[config.mk]
export PLATFORM = sky130hd
export DESIGN_NAME = conv_pwr_mode_ctrl
export DESIGN_NICKNAME = d
export VERILOG_FILES = /design/src/rtl/cpm_pkg.sv /design/src/rtl/cpm_run_counter.sv /design/src/rtl/cpm_mode_fsm.sv /design/src/rtl/cpm_ref_settle.sv /design/src/rtl/conv_pwr_mode_ctrl.sv
export SDC_FILE = /design/constraint.sdc
export NUM_CORES = 1
export LEC_CHECK = 0
export CAP_MARGIN = 10
export CORE_ASPECT_RATIO = 0.9
export CORE_UTILIZATION = 40
export CTS_CLUSTER_SIZE = 16
export DETAILED_ROUTE_END_ITERATION = 16
export DONT_BUFFER_PORTS = 1
export PLACE_DENSITY = 0.64
export SYNTH_ARGS = -nofsm -noshare
export SYNTH_HDL_FRONTEND = slang
export SYNTH_HIERARCHICAL = 1
export SYNTH_SLANG_ARGS = --single-unit
[constraint.sdc]
create_clock -name clk -period 2.9 [get_ports clk]
set_input_delay 0.29 -clock clk [delete_from_list [all_inputs] [get_ports clk]]
set_output_delay 0.29 -clock clk [all_outputs]
set_load 0.03 [all_outputs]
[src/rtl/cpm_pkg.sv]
package cpm_pkg;

    typedef enum logic [1:0] {
        PM_ACTIVE = 2'd0,
        PM_NAP    = 2'd1,
        PM_SLEEP  = 2'd2
    } pwr_mode_e;

    // Mode reached once a run of back-to-back convert edges has this length.
    function automatic pwr_mode_e mode_for_run(input int run_len,
                                               input int nap_len,
                                               input int sleep_len);
        if (run_len >= sleep_len)
            return PM_SLEEP;
        else if (run_len >= nap_len)
            return PM_NAP;
        else
            return PM_ACTIVE;
    endfunction

endpackage

[src/rtl/cpm_run_counter.sv]
module cpm_run_counter #(
    parameter int SLEEP_EDGES = 4,
    localparam int CW = $clog2(SLEEP_EDGES + 1)
) (
    input  logic          clk,
    input  logic          rst,
    input  logic          conv_rise,
    input  logic          sck_rise,
    output logic [CW-1:0] run_nxt
);
    localparam logic [CW-1:0] RUN_MAX = CW'(SLEEP_EDGES);

    logic [CW-1:0] run_q;

    always_comb begin
        run_nxt = run_q;
        if (sck_rise)
            run_nxt = conv_rise ? CW'(1) : '0;
        else if (conv_rise && run_q != RUN_MAX)
            run_nxt = run_q + CW'(1);
    end

    always_ff @(posedge clk) begin
        if (rst)
            run_q <= '0;
        else
            run_q <= run_nxt;
    end
endmodule

[src/rtl/cpm_mode_fsm.sv]
module cpm_mode_fsm
    import cpm_pkg::*;
#(
    parameter int NAP_EDGES   = 2,
    parameter int SLEEP_EDGES = 4,
    localparam int CW = $clog2(SLEEP_EDGES + 1)
) (
    input  logic          clk,
    input  logic          rst,
    input  logic          conv_rise,
    input  logic          sck_rise,
    input  logic [CW-1:0] run_nxt,
    output pwr_mode_e     mode_q,
    output logic          sleep_enter,
    output logic          sleep_wake
);
    pwr_mode_e mode_d;

    always_comb begin
        mode_d = mode_q;
        if (sck_rise)
            mode_d = PM_ACTIVE;
        else if (conv_rise)
            mode_d = mode_for_run(int'(run_nxt), NAP_EDGES, SLEEP_EDGES);
    end

    assign sleep_enter = (mode_d == PM_SLEEP) && (mode_q != PM_SLEEP);
    assign sleep_wake  = (mode_q == PM_SLEEP) && (mode_d != PM_SLEEP);

    always_ff @(posedge clk) begin
        if (rst)
            mode_q <= PM_ACTIVE;
        else
            mode_q <= mode_d;
    end
endmodule

[src/rtl/cpm_ref_settle.sv]
module cpm_ref_settle #(
    parameter int SETTLE_CYCLES = 250000,
    localparam int SW = $clog2(SETTLE_CYCLES + 1)
) (
    input  logic clk,
    input  logic rst,
    input  logic sleep_enter,
    input  logic sleep_wake,
    output logic ready_q
);
    localparam logic [SW-1:0] LOAD = SW'(SETTLE_CYCLES - 1);

    logic [SW-1:0] left_q;
    logic          busy_q;

    always_ff @(posedge clk) begin
        if (rst) begin
            ready_q <= 1'b1;
            busy_q  <= 1'b0;
            left_q  <= '0;
        end else if (sleep_enter) begin
            ready_q <= 1'b0;
            busy_q  <= 1'b0;
            left_q  <= '0;
        end else if (sleep_wake) begin
            busy_q  <= 1'b1;
            left_q  <= LOAD;
        end else if (busy_q) begin
            if (left_q == '0) begin
                ready_q <= 1'b1;
                busy_q  <= 1'b0;
            end else begin
                left_q <= left_q - SW'(1);
            end
        end
    end
endmodule

[src/rtl/conv_pwr_mode_ctrl.sv]
module conv_pwr_mode_ctrl
    import cpm_pkg::*;
#(
    parameter int NAP_EDGES     = 2,
    parameter int SLEEP_EDGES   = 4,
    parameter int SETTLE_CYCLES = 250000
) (
    input  logic       clk,
    input  logic       rst,
    input  logic       conv_rise,
    input  logic       sck_rise,
    output logic [1:0] pwr_mode,
    output logic       ref_ready
);
    localparam int CW = $clog2(SLEEP_EDGES + 1);

    logic [CW-1:0] run_nxt;
    pwr_mode_e     mode_q;
    logic          sleep_enter;
    logic          sleep_wake;

    cpm_run_counter #(.SLEEP_EDGES(SLEEP_EDGES)) u_run (
        .clk      (clk),
        .rst      (rst),
        .conv_rise(conv_rise),
        .sck_rise (sck_rise),
        .run_nxt  (run_nxt)
    );

    cpm_mode_fsm #(.NAP_EDGES(NAP_EDGES), .SLEEP_EDGES(SLEEP_EDGES)) u_fsm (
        .clk        (clk),
        .rst        (rst),
        .conv_rise  (conv_rise),
        .sck_rise   (sck_rise),
        .run_nxt    (run_nxt),
        .mode_q     (mode_q),
        .sleep_enter(sleep_enter),
        .sleep_wake (sleep_wake)
    );

    cpm_ref_settle #(.SETTLE_CYCLES(SETTLE_CYCLES)) u_ref (
        .clk        (clk),
        .rst        (rst),
        .sleep_enter(sleep_enter),
        .sleep_wake (sleep_wake),
        .ready_q    (ref_ready)
    );

    assign pwr_mode = mode_q;
endmodule

==> results.tsv, run 1 <==
stage	metric	value	unit
global_route	gr-total-overflow	0	
die	core	3428	µm²
die	dieArea	3867	µm²
clocking	clockBufferDepth	2	
global_route	antenna_found_initial	0	
clocking	cts_root_buffer	clkbuf_8	
timing	slew_viol_final	0	
finish	diodes	0	
timing	clock_skew	0.008824	ns
die	start_util	0.4226	
timing	min_period_over_period	0.8743	
critical_path	ff2ff_path_depth	9	
timing	fmax	0.3944	GHz
synthesis	synth_cells	164	
placed_design	port-buffer-count	0	
clocking	cts.sinks	25	
run_status	status	complete, no violations	
critical_path	critPathKind	flop to flop	
finish	area.growth.synth_to_final	5.441	%
power	power_density	381.9	nW/µm²
clocking	ctsResizeCount	0	
critical_path	critPathCaptureType	flop	
critical_path	startpoint	u_run/run_q[1]	
critical_path	start_kind	flop	
drt	vias	1287	
die	num_rows	20	
synthesis	syn_area	1449	µm²
critical_path	path_max_fanout	10	
timing	setup_violations	0	
global_route	grt_pass1_vias	1203	
placed_design	detailed_place.area	1481	µm²
clocking	numCtsBuffers	3	
placed_design	place_congestion	0.8241	
clocking	ctsHoldBuffers	0	
die	dieWidth	65.44	µm
clocking	post_cts_buffers	0	
critical_path	crit_arrival	2.73	ns
finish	layout-drive-gt1-share	0.1037	
worst_hold_path	holdCritStartpoint	rst	
timing	fin_crit	2.536	ns
synthesis	syn-num-nets	172	
power	p_leak	0.5354	nW
synthesis	syn_avg_cell_area	8.835	µm²
critical_path	cp-endpoint	u_ref/left_q[4]	
drt	ant_nets	0	
finish	final_nets	173	
global_route	grt_pass1_wl	5526	µm
synthesis	synth_warnings	6	
clocking	path_clk_slew	0.10	ns
drt	first_pass_iters	4	
drt	drt-wirelength-per-cell	15.86	µm
critical_path	ff2ff_setup_slack	0.36	ns
worst_hold_path	hold_class	input pin to flop	
die	die_h	59.10	µm
drt	drt-vias-per-instance	6.188	
global_route	grt_max_degree	16	
timing	finalHoldViolations	0	
clocking	htree_levels	1	
drt	route.detailed.drc	0	
clocking	cts_tree	done	
finish	fin_area	1528	µm²
global_route	grt.total_usage	0.1871	
timing	maxSlewHeadroom	0.3151	
timing	grt_setup_unrepaired	no	
die	io_pins	7	
clocking	clock_latency	0.28	ns
power	irDropWorstVdd	0.2342	mV
drt	drtIter0Drc	97	
drt	routed_wl	3298	µm
flow_run	drv_cap	0	
critical_path	worstPathRequired	3.10	ns
timing	tns	0	ns
critical_path	r2r-start	u_run/run_q[1]	
timing	worst_slew_pin_slew	1.020	ns
critical_path	reg2reg_to	u_ref/left_q[4]	
placed_design	place_hpwl	2350	µm
report_power, final:
group	switching (mW)	total (mW)	internal, mW
registers	0.00196	0.347	0.345
logic	0.0117	0.0201	0.00840
clock network	0.120	0.216	0.0965
flip-flops by register name, summed over array words and instances, names as in the netlist:
name / count
u_fsm/mode_q: 2
u_ref/busy_q: 1
u_ref/left_q: 18
u_ref/ready_q: 1
u_run/run_q: 3
placed cells by master (no fill, tap or decap), types with 2 or more instances in the layout:
| cell type | instances |
|---|---|
| ha_1 | 4 |
| or3_1 | 3 |
| buf_4 | 3 |
| inv_1 | 6 |
| a311oi_1 | 3 |
| o31ai_1 | 3 |
| nand2b_1 | 9 |
| or4_1 | 4 |
| o31a_1 | 2 |
| nor2_1 | 8 |
| a211oi_1 | 3 |
| dfxtp_1 | 25 |
| and4_1 | 3 |
| nand2_1 | 14 |
| nand4_1 | 2 |
| clkbuf_8 | 3 |
| nand3_1 | 2 |
| o21a_1 | 3 |
| nand3b_1 | 2 |
| a21oi_1 | 6 |
| o21ai_0 | 4 |
| a211oi_2 | 3 |
| nor4_1 | 9 |
| nor3_1 | 7 |
| mux2i_1 | 6 |
| nor2b_1 | 2 |
layout make-up:
cell class / count / area (µm²)
fill: 322 / 1901
sequential: 25 / 500.5
inverter: 7 / 26.28
clock buffer: 3 / 41.29
tap: 44 / 55.05
multi-input combinational: 125 / 877.1
timing repair buffer: 3 / 22.52
clock inverter: 1 / 5.005
how the worst min path moves through the flow:
stage / end / slack [ns] / cells past startpoint
after CTS: u_fsm/mode_q[1] / 0.06 / 1
after global routing: u_fsm/mode_q[1] / 0.04 / 1
after detailed placement: u_fsm/mode_q[1] / 0.36 / 1
final: u_fsm/mode_q[1] / 0.06 / 1
after global placement: u_fsm/mode_q[0] / 0.36 / 1
after floorplan: u_fsm/mode_q[0] / 0.35 / 1
worst max-delay path: stages, from the launching register on:
cell,delay (ns)
dfxtp_1,0.34
inv_1,0.06
ha_1,0.14
and4b_1,0.20
nor3_1,0.29
nor2b_1,0.08
o21a_1,0.20
nor3_1,0.83
nand2b_1,0.12
mux2i_1,0.19
metal layers:
layer  part of all wire  GRT usage  up-vias
met3              0.057    0.06154        2
met5                  0          0        -
li1                   -          -      636
met1               0.47     0.2438      622
met2               0.47     0.2916       27
met4             0.0049    0.06211        0
metrics by stage:
step                      setup WS [ns]  hold WS (ns)    util  power, mW  std cells
after CTS                        0.3423       0.05806  0.4456     0.5898        208
after global routing            0.06049       0.04498  0.4456     0.6090        208
after floorplan                  0.7682        0.3546       -     0.3708        164
after global placement           0.5658        0.3569  0.4321     0.3737        204
after detailed placement         0.3654        0.3623  0.4321     0.3748        204
final                            0.3644       0.06224  0.4456     0.5834        208
Power figures use the tool's default switching activity.
==> run 2: changes to the inputs <==
--- a/config.mk
+++ b/config.mk
@@ -7,11 +7,11 @@
 export LEC_CHECK = 0
 export CAP_MARGIN = 10
 export CORE_ASPECT_RATIO = 0.9
-export CORE_UTILIZATION = 40
-export CTS_CLUSTER_SIZE = 16
+export CORE_UTILIZATION = 55
 export DETAILED_ROUTE_END_ITERATION = 16
 export DONT_BUFFER_PORTS = 1
-export PLACE_DENSITY = 0.64
+export PLACE_DENSITY = 0.8
+export RECOVER_POWER = 50
 export SYNTH_ARGS = -nofsm -noshare
 export SYNTH_HDL_FRONTEND = slang
 export SYNTH_HIERARCHICAL = 1
==> run 2 against run 1 <==
Non-clock buffer count increased by 5. Fmax increased by 4.2%. Highest routed layer unchanged. Sequential share of layout area decreased by 0.11 points. Via count increased by 6.4%. Sequential power about the same.
==> results.tsv, run 2 (synthesis results as in run 1) <==
stage	metric	value	unit	change
run_status	status	complete, no violations		unchanged
critical_path	startpoint	u_run/run_q[0]		was u_run/run_q[1]
timing	clock_skew	0.01408	ns	was 0.008824 ns
finish	final_nets	178		was 173
finish	layout-drive-gt1-share	0.08876		was 0.1037
placed_design	place_congestion	0.8456		was 0.8241
critical_path	r2r-start	u_run/run_q[0]		was u_run/run_q[1]
timing	fmax	0.4109	GHz	was 0.3944 GHz
global_route	grt_pass1_wl	5347	µm	was 5526 µm
die	dieArea	2844	µm²	was 3867 µm²
placed_design	detailed_place.area	1461	µm²	was 1481 µm²
finish	diodes	0		unchanged
power	irDropWorstVdd	0.3653	mV	was 0.2342 mV
critical_path	crit_arrival	2.70	ns	was 2.73 ns
finish	reg_top3	u_ref/left_q (18), u_run/run_q (3), u_fsm/mode_q (2)		unchanged
drt	route.detailed.drc	0		unchanged
flow_run	drv_cap	0		unchanged
finish	multi_input_area	872.1	µm²	was 877.1 µm²
drt	drtIter0Drc	55		was 97
timing	min_period_over_period	0.8393		was 0.8743
finish	final_common_cell	dfxtp_1		unchanged
finish	area.growth.synth_to_final	5.786	%	was 5.441%
critical_path	path_max_fanout	10		unchanged
clocking	post_cts_buffers	0		unchanged
clocking	cts_tree	done		unchanged
clocking	numCtsBuffers	3		unchanged
timing	fin_crit	2.434	ns	was 2.536 ns
global_route	gr-total-overflow	0		unchanged
worst_hold_path	holdCritStartpoint	rst		unchanged
drt	ant_nets	0		unchanged
clocking	path_clk_slew	0.15	ns	was 0.10 ns
timing	post-route-worst-setup-slack	0.4662	ns	was 0.3644 ns
finish	mostFrequentLayoutCells	25 x dfxtp_1, 14 x nand2_1, 9 x nand2b_1, 9 x nor4_1, 8 x nor2_1		unchanged
clocking	htree_levels	1		unchanged
drt	vias	1370		was 1287
die	io_pins	7		unchanged
drt	drt-vias-per-instance	6.954		was 6.188
global_route	grt.total_usage	0.2445		was 0.1871
die	core	2467	µm²	was 3428 µm²
critical_path	cp-endpoint	u_ref/left_q[11]		was u_ref/left_q[4]
finish	fin_area	1533	µm²	was 1528 µm²
critical_path	critPathKind	flop to flop		unchanged
clocking	clockBufferDepth	2		unchanged
die	dieWidth	56.10	µm	was 65.44 µm
critical_path	reg2reg_to	u_ref/left_q[11]		was u_ref/left_q[4]
finish	largest_reg_flops	18		unchanged
clocking	cts_root_buffer	clkbuf_4		was clkbuf_8
finish	regMostFlops	u_ref/left_q		unchanged
die	num_rows	17		was 20
power	p_leak	0.5448	nW	was 0.5354 nW
finish	register_area	500.5	µm²	unchanged
timing	slew_viol_final	0		unchanged
timing	setup_violations	0		unchanged
drt	routed_wl	3481	µm	was 3298 µm
worst_hold_path	hold_class	input pin to flop		unchanged
global_route	grt_pass1_vias	1237		was 1203
critical_path	critPathCaptureType	flop		unchanged
placed_design	port-buffer-count	0		unchanged
timing	finalHoldViolations	0		unchanged
power	power_density	354.1	nW/µm²	was 381.9 nW/µm²
clocking	clock_latency	0.34	ns	was 0.28 ns
global_route	grt_max_degree	16		unchanged
critical_path	start_kind	flop		unchanged
timing	maxSlewHeadroom	0.5636		was 0.3151
placed_design	place_hpwl	2305	µm	was 2350 µm
global_route	antenna_found_initial	0		unchanged
timing	worst_slew_pin_slew	0.6522	ns	was 1.020 ns
placed_design	place_ws	0.2643	ns	was 0.3654 ns
die	die_h	50.69	µm	was 59.10 µm
timing	tns	0	ns	unchanged
drt	drt-wirelength-per-cell	17.67	µm	was 15.86 µm
critical_path	ff2ff_setup_slack	0.47	ns	was 0.36 ns
timing	grt_setup_unrepaired	no		unchanged
clocking	cts.sinks	25		unchanged
critical_path	worstPathRequired	3.16	ns	was 3.10 ns
critical_path	ff2ff_path_depth	9		unchanged
die	start_util	0.5872		was 0.4226
finish	nFillCells	223		was 322
drt	first_pass_iters	4		unchanged
## run 2: changes by cell type in the layout (fill, tap and decap cells not counted), sizes merged
cell,change
buf,-1
clkbuf,+1
clkinv,-1
clkinvlp,+1
dlygate4sd3,+5
## run 2: critical path, cell delays in order (launching register included)
cell and delay, ns:
dfxtp_1 0.36, inv_1 0.06, ha_1 0.16, and4b_1 0.21
nor3_1 0.32, nor2b_1 0.09, o21a_1 0.28, nor3_2 0.58
nand2b_1 0.13, mux2i_1 0.16
## run 2: how the worst min path moves through the flow
stage / slack [ns] / to / cells after the start
after detailed placement: 0.36 / u_fsm/mode_q[0] / 1
after global routing: 0.03 / u_ref/ready_q / 1
final: 0.05 / u_ref/ready_q / 1
after CTS: 0.0004 / u_ref/left_q[7] / 1
after floorplan: 0.35 / u_fsm/mode_q[0] / 1
after global placement: 0.36 / u_fsm/mode_q[0] / 1
## run 2: stage by stage
stage / instances / power, mW / hold slack, ns / util
5_1_grt: 197 / 0.5618 / 0.02960 / 0.6212
4_1_cts: 195 / 0.5403 / 0.0003916 / 0.6166
3_3_place_gp: 188 / 0.3734 / 0.3560 / 0.5923
3_5_place_dp: 188 / 0.3754 / 0.3581 / 0.5923
2_1_floorplan: 164 / 0.3708 / 0.3546 / -
6_report: 197 / 0.5428 / 0.05293 / 0.6212
## run 2: cell type report
class / instances / area share
inverter: 7 / 0.01714
sequential: 25 / 0.3265
timing repair buffer: 8 / 0.04490
clock inverter: 1 / 0.004898
tap: 28 / 0.02286
clock buffer: 3 / 0.01469
multi-input combinational: 125 / 0.5690
## run 2: layer usage
metal,part of all wire,up-vias,global-route usage
met4,0.0098,0,0.1098
met5,0,-,0
met3,0.064,4,0.05670
met2,0.49,62,0.4405
li1,-,642,-
met1,0.43,662,0.2754
## run 2: timing repair
action                     4_1_cts  5_1_grt
hold endpoints to repair         2        6
hold buffers                     3        2
setup endpoints to repair        0        1
gates resized for setup          0        1
## run 2: where the power goes
group	internal, mW	switching, mW	total [mW]
logic	0.0123	0.0145	0.0268
clock network	0.0529	0.115	0.168
registers	0.346	0.00227	0.348
==> run 3: changes to the inputs <==
--- a/config.mk
+++ b/config.mk
@@ -10,7 +10,7 @@
 export CORE_UTILIZATION = 55
 export DETAILED_ROUTE_END_ITERATION = 16
 export DONT_BUFFER_PORTS = 1
-export PLACE_DENSITY = 0.8
+export PLACE_DENSITY = 0.83
 export RECOVER_POWER = 50
 export SYNTH_ARGS = -nofsm -noshare
 export SYNTH_HDL_FRONTEND = slang
==> constraint.sdc (replaced) <==
create_clock -name clk -period 2.1 [get_ports clk]
set_input_delay 0.21 -clock clk [delete_from_list [all_inputs] [get_ports clk]]
set_output_delay 0.21 -clock clk [all_outputs]
set_load 0.03 [all_outputs]
==> run 3 against run 2 <==
Fmax grew 18%. Via count increased by 3.0%. Clock skew grew 0.00061 ns. Worst setup slack worse by 0.43 ns. Critical path type unchanged. Sequential power grew 38%. Design area grew 10%. Largest cell class unchanged. Register-to-register slack got worse by 0.43 ns.
==> results.tsv, run 3 (synthesis results as in run 1) <==
stage	metric	value	unit	change
clocking	clock_latency	0.34	ns	about the same
die	core	2467	µm²	unchanged
worst_hold_path	hold_class	input pin to flop		unchanged
clocking	post_cts_buffers	0		unchanged
clocking	path_clk_slew	0.15	ns	about the same
timing	finalHoldViolations	0		unchanged
timing	slew_viol_final	0		unchanged
timing	post-route-worst-setup-slack	0.03878	ns	was 0.4662 ns
critical_path	critPathKind	flop to flop		unchanged
critical_path	start_kind	flop		unchanged
critical_path	path_max_fanout	5		was 10
finish	reg_top3	u_ref/left_q (18), u_run/run_q (3), u_fsm/mode_q (2)		unchanged
finish	mostFrequentLayoutCells	22 x dfxtp_1, 14 x nand2_1, 12 x buf_4		was 25 x dfxtp_1, 14 x nand2_1, 9 x nand2b_1, 9 x nor4_1, 8 x nor2_1
global_route	grt_pass1_wl	5996	µm	was 5347 µm
finish	fin_util	0.6841		was 0.6212
die	die_h	50.69	µm	unchanged
drt	drtIter0Drc	129		was 55
finish	layout-drive-gt1-share	0.2376		was 0.08876
power	seqPwrFrac	0.635		was 0.641
timing	maxSlewHeadroom	0.6645		was 0.5636
clocking	cts_tree	done		unchanged
power	clockPowerShare	0.299		was 0.310
drt	drt-vias-per-instance	6.751		was 6.954
critical_path	worstPathRequired	2.33	ns	was 3.16 ns
global_route	grt_pass1_vias	1372		was 1237
power	pwr-share-comb	0.066		was 0.049
drt	drt-wirelength-per-cell	17.71	µm	was 17.67 µm
timing	setup_violations	0		unchanged
critical_path	critPathCaptureType	flop		unchanged
die	io_pins	7		unchanged
power	p_sw_frac	0.2421		was 0.2433
die	dieArea	2844	µm²	unchanged
finish	final_common_cell	dfxtp_1		unchanged
finish	layoutNonFillerInstCount	209		was 197
power	power_density	447.8	nW/µm²	was 354.1 nW/µm²
timing	fin_crit	2.061	ns	was 2.434 ns
clocking	numCtsBuffers	3		unchanged
clocking	htree_levels	1		unchanged
global_route	grt.total_usage	0.2700		was 0.2445
timing	worst_slew_pin_slew	0.4905	ns	was 0.6522 ns
die	num_rows	17		unchanged
drt	routed_wl	3702	µm	was 3481 µm
finish	area.growth.synth_to_final	16.49	%	was 5.786%
placed_design	port-buffer-count	0		unchanged
placed_design	dp.cells	200		was 188
clocking	cts_root_buffer	clkbuf_4		unchanged
die	dieWidth	56.10	µm	unchanged
clocking	clockBufferDepth	2		unchanged
global_route	grt_max_degree	15		was 16
timing	hold_ws	0.02542	ns	was 0.05293 ns
placed_design	place_hpwl	2463	µm	was 2305 µm
run_status	status	complete, no violations		unchanged
power	p_total	0.7558	mW	was 0.5428 mW
power	p_switching	0.1830	mW	was 0.1320 mW
die	start_util	0.5872		unchanged
placed_design	place_congestion	0.9015		was 0.8456
drt	vias	1411		was 1370
timing	fmax	0.4852	GHz	was 0.4109 GHz
flow_run	drv_cap	0		unchanged
power	irDropWorstVdd	0.4864	mV	was 0.3653 mV
global_route	antenna_found_initial	0		unchanged
finish	largest_reg_flops	18		unchanged
global_route	gr-total-overflow	0		unchanged
power	p_leak	0.6178	nW	was 0.5448 nW
timing	min_period_over_period	0.9815		was 0.8393
drt	ant_nets	0		unchanged
finish	diodes	0		unchanged
finish	final_nets	190		was 178
placed_design	place_ws	-0.1715	ns	was 0.2643 ns
critical_path	crit_arrival	2.29	ns	was 2.70 ns
clocking	cts.sinks	25		unchanged
drt	route.detailed.drc	0		unchanged
timing	clock_skew	0.01469	ns	was 0.01408 ns
power	p_int	0.5728	mW	was 0.4108 mW
drt	first_pass_iters	4		unchanged
finish	regMostFlops	u_ref/left_q		unchanged
run 3: through the flow:
step	area [µm²]	setup TNS (ns)
2_1_floorplan	1454	0
6_report	1688	0
3_5_place_dp	1556	-0.4926
5_1_grt	1688	-0.02268
3_3_place_gp	1556	0
4_1_cts	1624	0
run 3: path summary, 6_finish.rpt:
kind	from	endpoint	slack [ns]	depth (start not counted)
setup / recovery	u_run/run_q[1]	u_ref/left_q[3]	0.04	9
setup reg to reg	u_run/run_q[1]	u_ref/left_q[3]	0.04	9
hold reg to reg	u_ref/left_q[6]	u_ref/left_q[6]	0.49	2
hold / removal	conv_rise	u_run/run_q[0]	0.03	2
run 3: cell type report:
| class | instances | area (µm²) |
|---|---|---|
| inverter | 7 | 28.78 |
| multi-input combinational | 126 | 942.2 |
| tap | 28 | 35.03 |
| clock inverter | 1 | 5.005 |
| clock buffer | 3 | 22.52 |
| fill | 195 | 779.5 |
| timing repair buffer | 19 | 150.1 |
| sequential | 25 | 504.2 |
run 3: routing by layer:
layer / routed length [µm] / up-vias / GRT usage / share of wire
li1: - / 668 / - / -
met1: 1621 / 663 / 0.3567 / 0.44
met2: 1705 / 69 / 0.4206 / 0.46
met3: 328 / 11 / 0.07216 / 0.089
met4: 46 / 0 / 0.1057 / 0.012
met5: 0 / - / 0 / 0
run 3: worst max-delay path, cell delays in order (launching register included):
cell and delay (ns):
dfxtp_2 0.36, inv_2 0.07, ha_4 0.13, and4b_1 0.21, nor3_2 0.24, nor2b_1 0.10, o21a_2 0.30, nor4b_2 0.29
a31oi_1 0.06, and4_1 0.19
run 3: power groups by stage:
stage	Clock [mW]	Sequential, mW	Combinational, mW
finish	0.226	0.480	0.0496
global placement	0	0.489	0.0315
global route	0.247	0.481	0.0525
detailed placement	0	0.490	0.0343
floorplan	0	0.490	0.0225
CTS	0.225	0.479	0.0414
run 3: what timing repair did:
action / CTS / global route
hold buffers: 3 / 0
pin swaps: 0 / 5
resized for setup: 4 / 17
gates cloned: 0 / 2
endpoints found under the hold margin: 9 / 0
endpoints found under the setup margin: 18 / 13
